File: src/rtl/lcds_pkg.sv
package lcds_pkg;

   // Cycle roles inside one line period.
   typedef enum logic [1:0] {
      SLOT_LATCH = 2'd0,
      SLOT_SETUP = 2'd1,
      SLOT_LOW   = 2'd2,
      SLOT_HIGH  = 2'd3
   } slot_e;

endpackage

File: src/rtl/lcds_seq.sv
module lcds_seq
   import lcds_pkg::*;
#(
   parameter int HNW = 7,
   parameter int HPW = 3
) (
   input  logic           clk,
   input  logic           rst_n,
   input  logic [HPW-1:0] hp_m1,
   input  logic [HNW-1:0] hn_m1,
   output logic           cl1,
   output logic           cl2,
   output logic           active,
   output logic           mem_req,
   output logic [HNW-1:0] fidx,
   output logic           load_now,
   output logic           shift_now,
   output logic           line_end
);

   slot_e          slot_q;
   logic [HPW-1:0] bit_q;
   logic [HNW-1:0] item_q;
   logic           last_bit;
   logic           last_item;

   assign last_bit  = (bit_q == hp_m1);
   assign last_item = (item_q == hn_m1);

   always_ff @(posedge clk) begin
      if (!rst_n) begin
         slot_q <= SLOT_LATCH;
         bit_q  <= '0;
         item_q <= '0;
      end else begin
         case (slot_q)
            SLOT_LATCH: slot_q <= SLOT_SETUP;
            SLOT_SETUP: begin
               slot_q <= SLOT_LOW;
               bit_q  <= '0;
               item_q <= '0;
            end
            SLOT_LOW:   slot_q <= SLOT_HIGH;
            default: begin
               if (last_bit) begin
                  bit_q <= '0;
                  if (last_item) begin
                     slot_q <= SLOT_LATCH;
                  end else begin
                     item_q <= item_q + HNW'(1);
                     slot_q <= SLOT_LOW;
                  end
               end else begin
                  bit_q  <= bit_q + HPW'(1);
                  slot_q <= SLOT_LOW;
               end
            end
         endcase
      end
   end

   assign cl1       = (slot_q == SLOT_LATCH);
   assign cl2       = (slot_q == SLOT_HIGH);
   assign active    = (slot_q == SLOT_LOW) || (slot_q == SLOT_HIGH);
   assign line_end  = cl2 && last_bit && last_item;
   assign load_now  = (slot_q == SLOT_SETUP) || (cl2 && last_bit && !last_item);
   assign shift_now = cl2 && !(last_bit && !last_item);
   assign mem_req   = cl1 || ((slot_q == SLOT_LOW) && (bit_q == '0) && !last_item);
   assign fidx      = cl1 ? '0 : item_q + HNW'(1);

   assert_cl2_single_R2: assert property (@(posedge clk) disable iff (!rst_n)
      cl2 |=> !cl2);
   assert_latch_after_line_R2: assert property (@(posedge clk) disable iff (!rst_n)
      line_end |=> cl1);
   assert_req_single_R10: assert property (@(posedge clk) disable iff (!rst_n)
      mem_req |=> !mem_req);

endmodule

File: src/rtl/lcds_raster.sv
module lcds_raster #(
   parameter int AW  = 16,
   parameter int HNW = 7,
   parameter int NXW = 7,
   parameter int VPW = 4
) (
   input  logic           clk,
   input  logic           rst_n,
   input  logic           line_end,
   input  logic           char_mode,
   input  logic [HNW-1:0] hn_m1,
   input  logic [NXW-1:0] nx_m1,
   input  logic [VPW-1:0] vp_m1,
   input  logic [AW-1:0]  start_addr,
   input  logic [HNW-1:0] fidx,
   output logic [AW-1:0]  addr_up,
   output logic [AW-1:0]  addr_lo,
   output logic [VPW-1:0] line_no,
   output logic           flm,
   output logic           ac
);

   localparam int HW = HNW + 1;
   localparam int NW = NXW + 1;
   localparam int VW = VPW + 1;

   logic [NXW-1:0] line_q;
   logic [NXW-1:0] row_q;
   logic [VPW-1:0] glyph_q;
   logic           ac_q;

   always_ff @(posedge clk) begin
      if (!rst_n) begin
         line_q  <= '0;
         row_q   <= '0;
         glyph_q <= '0;
         ac_q    <= 1'b0;
      end else if (line_end) begin
         if (line_q == nx_m1) begin
            line_q  <= '0;
            row_q   <= '0;
            glyph_q <= '0;
            ac_q    <= !ac_q;
         end else begin
            line_q <= line_q + NXW'(1);
            if (char_mode && (glyph_q != vp_m1)) begin
               glyph_q <= glyph_q + VPW'(1);
            end else begin
               glyph_q <= '0;
               row_q   <= row_q + NXW'(1);
            end
         end
      end
   end

   logic [HW-1:0] hn_cnt;
   logic [NW-1:0] nx_cnt;
   logic [VW-1:0] vp_cnt;
   logic [NW-1:0] half_rows;
   logic [AW-1:0] base_up;
   logic [AW-1:0] base_lo;

   assign hn_cnt    = HW'(hn_m1) + HW'(1);
   assign nx_cnt    = NW'(nx_m1) + NW'(1);
   assign vp_cnt    = VW'(vp_m1) + VW'(1);
   assign half_rows = char_mode ? NW'(nx_cnt / NW'(vp_cnt)) : nx_cnt;

   assign base_up = start_addr + AW'(row_q) * AW'(hn_cnt) + AW'(fidx);
   assign base_lo = base_up + AW'(half_rows) * AW'(hn_cnt);

   assign addr_up = char_mode ? {glyph_q, base_up[AW-VPW-1:0]} : base_up;
   assign addr_lo = char_mode ? {glyph_q, base_lo[AW-VPW-1:0]} : base_lo;
   assign line_no = glyph_q;
   assign flm     = (line_q == '0);
   assign ac      = ac_q;

   assert_glyph_bound_R5: assert property (@(posedge clk) disable iff (!rst_n)
      char_mode |-> (glyph_q <= vp_m1));
   assert_flm_rise_R7: assert property (@(posedge clk) disable iff (!rst_n)
      $rose(flm) |-> $past(line_end));
   assert_ac_at_frame_R8: assert property (@(posedge clk) disable iff (!rst_n)
      !$stable(ac_q) |-> ((line_q == '0) && $past(line_end)));

endmodule

File: src/rtl/lcds_ser.sv
module lcds_ser #(
   parameter int DW = 8
) (
   input  logic          clk,
   input  logic          rst_n,
   input  logic          load_now,
   input  logic          shift_now,
   input  logic          show,
   input  logic          mem_valid,
   input  logic [DW-1:0] mem_data,
   output logic          sd,
   output logic          underrun
);

   logic [DW-1:0] hold_q;
   logic [DW-1:0] sh_q;
   logic          full_q;
   logic          under_q;
   logic          have;
   logic [DW-1:0] src;

   assign have = mem_valid || full_q;
   assign src  = mem_valid ? mem_data : hold_q;

   always_ff @(posedge clk) begin
      if (!rst_n) begin
         hold_q  <= '0;
         sh_q    <= '0;
         full_q  <= 1'b0;
         under_q <= 1'b0;
      end else if (load_now) begin
         sh_q   <= have ? src : '0;
         full_q <= 1'b0;
         if (!have) under_q <= 1'b1;
      end else begin
         if (mem_valid) begin
            hold_q <= mem_data;
            full_q <= 1'b1;
         end
         if (shift_now) sh_q <= {sh_q[DW-2:0], 1'b0};
      end
   end

   assign sd       = show && sh_q[DW-1];
   assign underrun = under_q;

   assert_underrun_sticky_R11: assert property (@(posedge clk) disable iff (!rst_n)
      under_q |=> under_q);

endmodule

File: src/rtl/lcd_scan_gen.sv
module lcd_scan_gen #(
   parameter int AW  = 16,
   parameter int DW  = 8,
   parameter int HPW = 3,
   parameter int HNW = 7,
   parameter int NXW = 7,
   parameter int VPW = 4
) (
   input  logic           clk,
   input  logic           rst_n,
   input  logic           disp_on,
   input  logic           char_mode,
   input  logic [HPW-1:0] hp_m1,
   input  logic [HNW-1:0] hn_m1,
   input  logic [NXW-1:0] nx_m1,
   input  logic [VPW-1:0] vp_m1,
   input  logic [AW-1:0]  start_addr,
   output logic           mem_req,
   output logic [AW-1:0]  mem_addr_up,
   output logic [AW-1:0]  mem_addr_lo,
   input  logic           mem_valid,
   input  logic [DW-1:0]  mem_data_up,
   input  logic [DW-1:0]  mem_data_lo,
   output logic           cl2,
   output logic           cl1,
   output logic           flm,
   output logic           ac_m,
   output logic           d_up,
   output logic           d_lo,
   output logic [VPW-1:0] line_no,
   output logic           underrun
);

   localparam int HALVES = 2;

   if (DW != (1 << HPW)) begin : g_bad_pitch
      $error("byte width must equal the largest pitch");
   end
   if (AW <= VPW) begin : g_bad_addr
      $error("address too narrow for glyph line field");
   end

   logic           active;
   logic           load_now;
   logic           shift_now;
   logic           line_end;
   logic [HNW-1:0] fidx;

   lcds_seq #(.HNW(HNW), .HPW(HPW)) u_seq (
      .clk       (clk),
      .rst_n     (rst_n),
      .hp_m1     (hp_m1),
      .hn_m1     (hn_m1),
      .cl1       (cl1),
      .cl2       (cl2),
      .active    (active),
      .mem_req   (mem_req),
      .fidx      (fidx),
      .load_now  (load_now),
      .shift_now (shift_now),
      .line_end  (line_end)
   );

   lcds_raster #(.AW(AW), .HNW(HNW), .NXW(NXW), .VPW(VPW)) u_raster (
      .clk        (clk),
      .rst_n      (rst_n),
      .line_end   (line_end),
      .char_mode  (char_mode),
      .hn_m1      (hn_m1),
      .nx_m1      (nx_m1),
      .vp_m1      (vp_m1),
      .start_addr (start_addr),
      .fidx       (fidx),
      .addr_up    (mem_addr_up),
      .addr_lo    (mem_addr_lo),
      .line_no    (line_no),
      .flm        (flm),
      .ac         (ac_m)
   );

   logic [HALVES-1:0][DW-1:0] half_data;
   logic [HALVES-1:0]         half_sd;
   logic [HALVES-1:0]         half_under;

   assign half_data = {mem_data_lo, mem_data_up};

   for (genvar h = 0; h < HALVES; h++) begin : g_half
      lcds_ser #(.DW(DW)) u_ser (
         .clk       (clk),
         .rst_n     (rst_n),
         .load_now  (load_now),
         .shift_now (shift_now),
         .show      (disp_on && active),
         .mem_valid (mem_valid),
         .mem_data  (half_data[h]),
         .sd        (half_sd[h]),
         .underrun  (half_under[h])
      );
   end

   assign d_up     = half_sd[0];
   assign d_lo     = half_sd[1];
   assign underrun = |half_under;

endmodule

File: config.mk
export PLATFORM = sky130hd
export DESIGN_NAME = lcd_scan_gen
export DESIGN_NICKNAME = d
export VERILOG_FILES = /design/src/rtl/lcds_pkg.sv /design/src/rtl/lcds_seq.sv /design/src/rtl/lcds_raster.sv /design/src/rtl/lcds_ser.sv /design/src/rtl/lcd_scan_gen.sv
export SDC_FILE = /design/constraint.sdc
export NUM_CORES = 1
export LEC_CHECK = 0
export BUFFER_PORTS_ARGS = -buffer_cell sky130_fd_sc_hd__buf_2
export CORE_MARGIN = 3
export CORE_UTILIZATION = 55
export DETAILED_ROUTE_END_ITERATION = 16
export PLACE_DENSITY_LB_ADDON = 0.2
export SLEW_MARGIN = 30
export SYNTH_ARGS = -nofsm -noshare
export SYNTH_HDL_FRONTEND = slang
export SYNTH_SLANG_ARGS = --single-unit
File: constraint.sdc
create_clock -name clk -period 21.8 [get_ports clk]
set_input_delay 4.36 -clock clk [delete_from_list [all_inputs] [get_ports clk]]
set_output_delay 4.36 -clock clk [all_outputs]
set_load 0.02 [all_outputs]
# Word-level counts from Yosys, hierarchy flattened
# Index checks and enable logic that the tools add are counted.
[totals] inputBits=58 word_cells=93 register_bits=65
[classes] eq_ne=9 n_addsub=11 muxes=25 reduce_logical=29 multipliers=2 div=1 bitwise_logic=3
[op_table] operator="2-to-1 mux 8 bit" count=9
[op_table] operator="2-to-1 mux 7 bit" count=6
[op_table] operator="2-to-1 mux 16 bit" count=2
[op_table] operator="adder 7 x 1 -> 7 bit, second input constant" count=3
[op_table] operator="adder 16 x 15 -> 16 bit" count=1
[op_table] operator="adder 16 bit" count=1
[op_table] operator="adder 16 x 7 -> 16 bit" count=1
[op_table] operator="adder 7 x 1 -> 8 bit, second input constant" count=2
[op_table] operator="multiplier 8 x 8 -> 16 bit" count=1
[op_table] operator="multiplier 7 x 8 -> 15 bit" count=1
[op_table] operator="equality test 7 bit" count=2
[op_table] operator="case mux 7 bit (2 select lines)" count=1
[op_table] operator="logical AND 1 bit" count=11
[op_table] operator="divider 8 x 5 -> 8 bit" count=1
[op_table] operator="2-to-1 mux 4 bit" count=2
[op_table] operator="zero test 7 bit" count=1
[op_table] operator="case mux 2 bit (3 select lines)" count=1
[op_table] operator="case mux 3 bit (2 select lines)" count=1
[op_table] operator="AND reduction 2 bit" count=3
[op_table] operator="adder 4 x 1 -> 5 bit, second input constant" count=1
[op_table] operator="adder 4 x 1 -> 4 bit, second input constant" count=1
[op_table] operator="equality test 2 bit, second input constant" count=2
[op_table] operator="logical OR 1 bit" count=4
[op_table] operator="2-to-1 mux 2 bit" count=2
[op_table] operator="other kinds (14)" count=20

# Longest topological paths before layout
# Gate-level depths: netlist of run 1.
[depth] depth_word=7 ltp_mapped=72

# Cells and area by module
# Synthesis of run 1 repeated with hierarchy kept, for this count alone.
[unflattened] cells_unflattened=1221 hier_area_um2=10279.9
[modules_own_cells] mod="lcds_raster" n_inst=1 cells_per_inst=917 seq_area_each_um2=380.4 area_per_inst_um2=7563.5
[modules_own_cells] mod="lcds_ser" n_inst=2 cells_per_inst=87 seq_area_each_um2=360.3 area_per_inst_um2=832.0
[modules_own_cells] mod="lcds_seq" n_inst=1 cells_per_inst=128 seq_area_each_um2=240.2 area_per_inst_um2=1039.7
[modules_own_cells] mod="lcd_scan_gen" n_inst=1 cells_per_inst=2 seq_area_each_um2=0.0 area_per_inst_um2=12.5

# Worst setup path after synthesis of run 1
# OpenSTA, ideal clock, no wires.
[synth_path] path_kind="input to output" from="input vp_m1[0]" to="output mem_addr_lo[15]" path_slack_ps=-1404 arrival_ps=18844 stages=65 required_ps=17440 path_cell_list="ha_1 a21boi_1 a21oi_1 or2_2 nor2_1 a21oi_1 a21oi_1 ha_1 o21a_1 o32a_1 nor3_1 nor2_1 nor2_1 ha_1 or3b_2 o211ai_1 a21oi_1 ha_1 [29 not listed] nor2b_1 a2111oi_1 o31ai_1 a22oi_1 fa_1 fa_1 fa_1 inv_1 fa_1 ha_1 o21a_1 o31a_1 o41ai_1 o2111ai_1 o211ai_1 xnor2_1 xnor2_1 o21ai_0"
[synth_between] elab_chain_len=6
[synth_lines] item="from (decl)" line_no="lcd_scan_gen.sv:16" rtl="input logic [VPW-1:0] vp_m1,"
[synth_lines] item="adder 4 x 1 -> 5 bit" line_no="lcds_raster.sv:65" rtl="assign vp_cnt = VW'(vp_m1) + VW'(1);"
[synth_lines] item="divider 8 x 5 -> 8 bit" line_no="lcds_raster.sv:66" rtl="assign half_rows = char_mode ? NW'(nx_cnt / NW'(vp_cnt)) : nx_cnt;"
[synth_lines] item="2-to-1 mux 8 bit" line_no="lcds_raster.sv:66"
[synth_lines] item="multiplier 8 x 8 -> 16 bit" line_no="lcds_raster.sv:69" rtl="assign base_lo = base_up + AW'(half_rows) * AW'(hn_cnt);"
[synth_lines] item="adder 16 bit" line_no="lcds_raster.sv:69"
[synth_lines] item="2-to-1 mux 16 bit" line_no="lcds_raster.sv:72" rtl="assign addr_lo = char_mode ? {glyph_q, base_lo[AW-VPW-1:0]} : base_lo;"
[synth_lines] item="to (decl)" line_no="lcd_scan_gen.sv:20" rtl="output logic [AW-1:0] mem_addr_lo,"
# Every way passes these cells.

# Final worst setup path of run 1
[layout_path] from="input vp_m1[1]" to="output mem_addr_lo[15]"
# The elaborated chain is that of the path after synthesis.

==> results.sh, run 1 <==
export IMPL_drc=0
export IMPL_dp_final_hpwl_mm=20.85
export IMPL_io_buffer_count=101
export IMPL_worst_pin_slew_ns=0.9719
export IMPL_final_common_cell="buf_4"
export IMPL_dp_cells=1604
export IMPL_diodes=0
export IMPL_outcome="complete, but fails checks"
export IMPL_ys_types=81
export IMPL_worstSetupPathType="input pin to output pin"
export IMPL_max_cap_viol_count=0
export IMPL_grt_pass1_wl_mm=45.12
export IMPL_yosysTopAreaCellShare=0.1950
export IMPL_syn_nets=1496
export IMPL_pre_cts_slack_ns=-0.7880
export IMPL_hold_path_class="register to register"
export IMPL_drtPass1Iterations=5
export IMPL_reg2reg_depth=8
export IMPL_antenna_found_initial=0
export IMPL_setup_violations=8
export IMPL_antenna_left=0
export IMPL_synth_area_leaders="fa_1 (19%), ha_1 (14%), dfxtp_1 (13%), inv_1 (5.8%), xnor2_1 (4.3%)"
export IMPL_fmaxAchievable_mhz=44.07
export IMPL_overflow=0
export IMPL_chipWidth_um=142.6
export IMPL_vias=9508
export IMPL_pin_count=102
export IMPL_place_area_mm2=0.01178
export IMPL_yosys_warnings=0
export IMPL_die_y_um=142.6
export IMPL_cts_sinks=65
export IMPL_synth_edf_count=0
export IMPL_crit_fanout=4
export IMPL_final_setup_worst_slack_ns=-0.8899
export IMPL_fin_nets=1729
export IMPL_rows=49
export IMPL_grt_max_degree=52
export IMPL_htreeDepth=3
export IMPL_min_period_ns=22.69
export IMPL_grt_usage=0.2698
export IMPL_ys_seq_area_frac=0.1267
export IMPL_cp_end_kind="output pin"
export IMPL_finalWirelength_mm=27.85
export IMPL_via_per_inst=5.633
export IMPL_layout_cells_non_filler=1688
export IMPL_path_clk_slew_ns=0.05
export IMPL_slew_headroom=0.3497
export IMPL_slew_violations=0
export IMPL_synth_area_per_cell_um2=8.402
export IMPL_ctsHoldBuffers=0
export IMPL_gp_congestion=0.8847
export IMPL_synth_top_area_cell="fa_1"
export IMPL_hold_depth=2
export IMPL_hold_viol=0
export IMPL_clock_root_buffer="clkbuf_16"
export IMPL_worstSetupStartpointType="input pin"
export IMPL_async_flop_share=0
export IMPL_numCtsBuffers=9
export IMPL_fp_dieArea_mm2=0.02034
export IMPL_multi_input_area_mm2=0.008706
export IMPL_period_share=1.041
export IMPL_n_fill_cell=1391
export IMPL_synth_ff_type="dfxtp_1"
export IMPL_fin_area_mm2=0.01304
export IMPL_cts_tree="yes"
export IMPL_cp_required_ns=17.44
export IMPL_syn_to_final_growth_pct=27.00
export IMPL_layout_common_cells="buf_4 (165), inv_1 (157), ha_1 (102), fa_1 (96), nor2_1 (91)"
export IMPL_crit_top_cell="buf_4"
export IMPL_crit_path_top_delay_cell="fa_2"
export IMPL_syn_inst=1222
export IMPL_violations="setup timing"
export IMPL_initial_utilization=0.5658
export IMPL_drtIter0Drc=391
export IMPL_clk_insertion_delay_late_ns=0.33
export IMPL_core_area_mm2=0.01815
export IMPL_syn_area_mm2=0.01027
export IMPL_skew_ns=0.006990
export IMPL_cp_data_arrival_time_ns=18.33
export IMPL_grt_pass1_vias=9566
export IMPL_setup_tns_final_ns=-4.659
export IMPL_grt_setup_unrepaired="true"
export IMPL_critPathMaxStageDelay_ns=0.56
export IMPL_seqCellArea_mm2=0.001301
export IMPL_clk_path_buf_depth=2
export IMPL_drt_wirelength_per_cell_um=16.50
export IMPL_synth_seq_cells=65
export IMPL_drive_gt1_frac=0.2673
[worst paths after layout]
| kind | from | slack (ns) | end |
|---|---|---|---|
| setup / recovery | vp_m1[1] | -0.89 | mem_addr_lo[15] |
| hold / removal | g_half[0].u_ser.underrun | 0.50 | g_half[0].u_ser.underrun |
| setup reg to reg | u_seq.item_q[4] | 18.45 | u_raster.row_q[6] |
| hold reg to reg | g_half[0].u_ser.underrun | 0.50 | g_half[0].u_ser.underrun |
[repair_timing]
| action | CTS | global route |
|---|---|---|
| pin swaps | 68 | 41 |
| gates resized for setup | 47 | 45 |
| setup buffers | 55 | 17 |
| endpoints found under the setup margin | 7 | 12 |
[critical path, delay by kind of cell]
family | cells | cell delay (ns)
compound gates | 31 | 4.85
fa+ha+maj | 12 | 4.10
buf+inv | 16 | 1.99
simple gates | 13 | 1.76
mux | 3 | 0.88
xor+xnor | 2 | 0.36
[cell type report]
class | count | area share
multi-input combinational | 951 | 0.6676
clock buffer | 12 | 0.01967
clock inverter | 3 | 0.003070
tap | 229 | 0.02197
inverter | 160 | 0.04606
timing repair buffer | 268 | 0.1418
sequential | 65 | 0.09979
[cell usage after synthesis, types with 3 or more instances]
master and instances:
a211o_1 8, a211oi_1 20, a21boi_0 8, a21boi_1 4, a21o_1 11, a21oi_1 51
a221oi_1 4, a22o_1 3, a22oi_1 13, and2_1 47, and3_1 12, buf_1 4
buf_2 8, clkbuf_1 32, dfxtp_1 65, fa_1 100, ha_1 116, inv_1 160
mux2_2 5, mux2i_1 23, nand2_1 73, nand2b_1 19, nand3_1 14, nand3b_1 10
nand4_1 8, nor2_1 94, nor2b_1 52, nor3_1 21, nor3b_1 3, nor4_1 3
o211ai_1 6, o21a_1 14, o21ai_0 38, o21ai_1 7, o22ai_1 3, o31a_1 4
o31ai_1 6, or2_2 11, or3_1 6, xnor2_1 50, xor2_1 38
[through the flow]
stage | hold slack (ns) | utilization
2_1_floorplan | 0.4738 | -
3_3_place_gp | 0.4783 | 0.6486
3_5_place_dp | 0.4780 | 0.6491
4_1_cts | 0.4950 | 0.6999
5_1_grt | 0.5198 | 0.7186
6_report | 0.5009 | 0.7186
[registers in the layout (all words and copies together) (netlist names)]
register	flops
g_half.u_ser.hold_q	16
g_half.u_ser.sh_q	16
u_raster.line_q	7
u_raster.row_q	7
u_seq.item_q	7
u_raster.line_no	4
u_seq.bit_q	3
u_seq.slot_q	2
g_half.u_ser.full_q	1
g_half.u_ser.underrun	1
u_raster.ac	1
[metal layers]
layer | up-vias | part of all wire | GRT usage
met5 | - | 0 | 0
met3 | 85 | 0.057 | 0.04756
met4 | 0 | 0.040 | 0.1231
met1 | 4577 | 0.41 | 0.3263
met2 | 286 | 0.49 | 0.4683
li1 | 4560 | - | -
[cells by family (layout without fill, tap and decap cells)]
| family | count (synthesis) | count (layout) | share of synthesized area |
|---|---|---|---|
| AO/OA/AOI/OAI | 233 | 233 | 0.1601 |
| XOR/XNOR | 88 | 88 | 0.07507 |
| adder cells (fa/ha/maj) | 216 | 216 | 0.3363 |
| buffers and inverters | 206 | 443 | 0.07775 |
| flip-flops | 65 | 65 | 0.1267 |
| multiplexers | 30 | 30 | 0.03034 |
| AND/OR/NAND/NOR | 384 | 384 | 0.1936 |
Power of run 1 is left out: the tool's default activity adds up to more than one toggle a clock period on the data nets, which glitch-free logic cannot reach.
==> run 2: changes to the inputs <==
CORE_UTILIZATION = 38   (was 55)
==> run 2 against run 1 <==
Compared with the run above:
- the flow still finishes with violations (setup timing)
- register-to-register slack better by 0.47 ns
- via count down 5.0%
- flip-flop and latch count unchanged
- clock skew up 0.00095 ns
- clock-buffer cell count down 2
- non-clock buffer count down 21
- cell count up 5.1%
==> results.sh, run 2 (synthesis gave the netlist of run 1 again) <==
export IMPL_cp_required_ns=17.44
export IMPL_wl_met2_mm=14.16
export IMPL_overflow=0
export IMPL_clock_root_buffer="clkbuf_16"
export IMPL_drt_met1_wl_mm=12.53
export IMPL_min_period_ns=22.18
export IMPL_drc=0
export IMPL_final_setup_worst_slack_ns=-0.3777
export IMPL_critPathMaxStageDelay_ns=0.56
export IMPL_dp_cells=1717
export IMPL_dp_final_hpwl_mm=22.28
export IMPL_n_fill_cell=2558
export IMPL_layout_common_cells="inv_1 (158), buf_4 (150), ha_1 (105), fa_1 (99), buf_2 (92)"
export IMPL_crit_path_top_delay_cell="fa_1"
export IMPL_clk_insertion_delay_late_ns=0.34
export IMPL_wl_met3_um=867
export IMPL_cp_num_buf_inv=7
export IMPL_drtPass1Iterations=5
export IMPL_htreeDepth=3
export IMPL_cts_tree="yes"
export IMPL_hold_viol=0
export IMPL_layout_cells_non_filler=1774
export IMPL_antenna_found_initial=3
export IMPL_reg2reg_depth=9
export IMPL_vias=9034
export IMPL_via_per_inst=5.092
export IMPL_crit_fanout=5
export IMPL_chipWidth_um=170.4
export IMPL_finalWirelength_mm=27.83
export IMPL_die_y_um=170.4
export IMPL_fin_nets=1708
export IMPL_path_delay_family="compound AO/OA/AOI/OAI gates"
export IMPL_drtIter0Drc=366
export IMPL_diodes=0
export IMPL_core_area_mm2=0.02628
export IMPL_initial_utilization=0.3907
export IMPL_slew_headroom=0.3406
export IMPL_slew_violations=0
export IMPL_ff2ff_setup_slack_ns=18.92
export IMPL_path_clk_slew_ns=0.05
export IMPL_r2r_end="u_raster.row_q[6]"
export IMPL_worstSetupStartpointType="input pin"
export IMPL_violations="setup timing"
export IMPL_cp_depth=71
export IMPL_drive_gt1_frac=0.2509
export IMPL_skew_ns=0.007943
export IMPL_grt_max_degree=52
export IMPL_clk_path_buf_depth=2
export IMPL_place_area_mm2=0.01199
export IMPL_cts_sinks=65
export IMPL_reg_largest_list="g_half.u_ser.hold_q x16, g_half.u_ser.sh_q x16"
export IMPL_worstSetupPathType="input pin to output pin"
export IMPL_top_layer="met5"
export IMPL_cp_endpoint="mem_addr_lo[15]"
export IMPL_grt_pass1_vias=9136
export IMPL_max_cap_viol_count=0
export IMPL_setup_violations=5
export IMPL_period_share=1.017
export IMPL_grt_setup_unrepaired="true"
export IMPL_cp_data_arrival_time_ns=17.82
export IMPL_final_common_cell="inv_1"
export IMPL_numCtsBuffers=9
export IMPL_grt_usage=0.1927
export IMPL_grt_pass1_wl_mm=45.64
export IMPL_gp_congestion=0.8253
export IMPL_rows=59
export IMPL_worstReg2RegStart="u_seq.item_q[4]"
export IMPL_syn_to_final_growth_pct=25.69
export IMPL_hold_path_class="register to register"
export IMPL_outcome="complete, but fails checks"
export IMPL_whs_ns=0.4933
export IMPL_fin_area_mm2=0.01290
export IMPL_drt_wirelength_per_cell_um=15.69
export IMPL_worst_pin_slew_ns=0.9857
export IMPL_antenna_left=0
export IMPL_pin_count=102
export IMPL_cp_end_kind="output pin"
export IMPL_crit_start="vp_m1[0]"
export IMPL_io_buffer_count=101
export IMPL_fmaxAchievable_mhz=45.09
export IMPL_fp_dieArea_mm2=0.02903
run 2: changes by cell type in the layout (fill, tap and decap cells not counted), sizes merged:
cell,change
buf,-21
clkbuf,-2
clkinvlp,+2
clkinv,+1
run 2: stage by stage:
step,util,worst slack [ns],TNS [ns]
floorplan,-,0.002766,0
global placement,0.4550,-0.3195,-1.010
detailed placement,0.4562,-0.7631,-3.403
CTS,0.4840,-0.3859,-1.228
global route,0.4910,-1.105,-6.867
finish,0.4910,-0.3777,-1.130
run 2: cell type report:
type	instances	area, um^2	share of cell area
Multi-Input combinational cell	951	8627	0.6685
Clock buffer	10	239.0	0.01852
Inverter	160	600.6	0.04654
Clock inverter	6	67.56	0.005236
Timing Repair Buffer	247	1650	0.1279
Tap cell	335	419.2	0.03248
Sequential cell	65	1301	0.1008
run 2: per-layer routing:
| layer | vias up | GRT usage |
|---|---|---|
| met5 | - | 0 |
| met4 | 6 | 0.04021 |
| met3 | 24 | 0.02276 |
| met2 | 133 | 0.3479 |
| met1 | 4353 | 0.2479 |
| li1 | 4518 | - |
run 2: worst register-to-register path, stage by stage (launching register included):
cell and delay [ns]:
dfxtp_1 0.37, xor2_1 0.18, nor4_1 0.32, nand4_1 0.36, nor2_1 0.20, buf_4 0.21
o31a_1 0.40, nand4_1 0.22, or3_1 0.39, a21oi_1 0.14
run 2: worst min-delay path by stage:
stage / from / endpoint / slack (ns) / depth (start not counted)
floorplan: g_half[0].u_ser.hold_q[7] / g_half[0].u_ser.hold_q[7] / 0.47 / 2
global placement: g_half[0].u_ser.underrun / g_half[0].u_ser.underrun / 0.47 / 2
detailed placement: g_half[0].u_ser.underrun / g_half[0].u_ser.underrun / 0.49 / 2
CTS: g_half[0].u_ser.underrun / g_half[0].u_ser.underrun / 0.51 / 2
global route: g_half[0].u_ser.underrun / g_half[0].u_ser.underrun / 0.54 / 2
finish: g_half[0].u_ser.underrun / g_half[0].u_ser.underrun / 0.49 / 2
run 2: what timing repair did:
action	4_1_cts	5_1_grt
gates cloned	0	0
setup endpoints to repair	7	12
setup buffers	29	13
hold buffers	0	0
gates resized for setup	45	18
pin swaps	63	17
Power of run 2 is left out for the same reason.
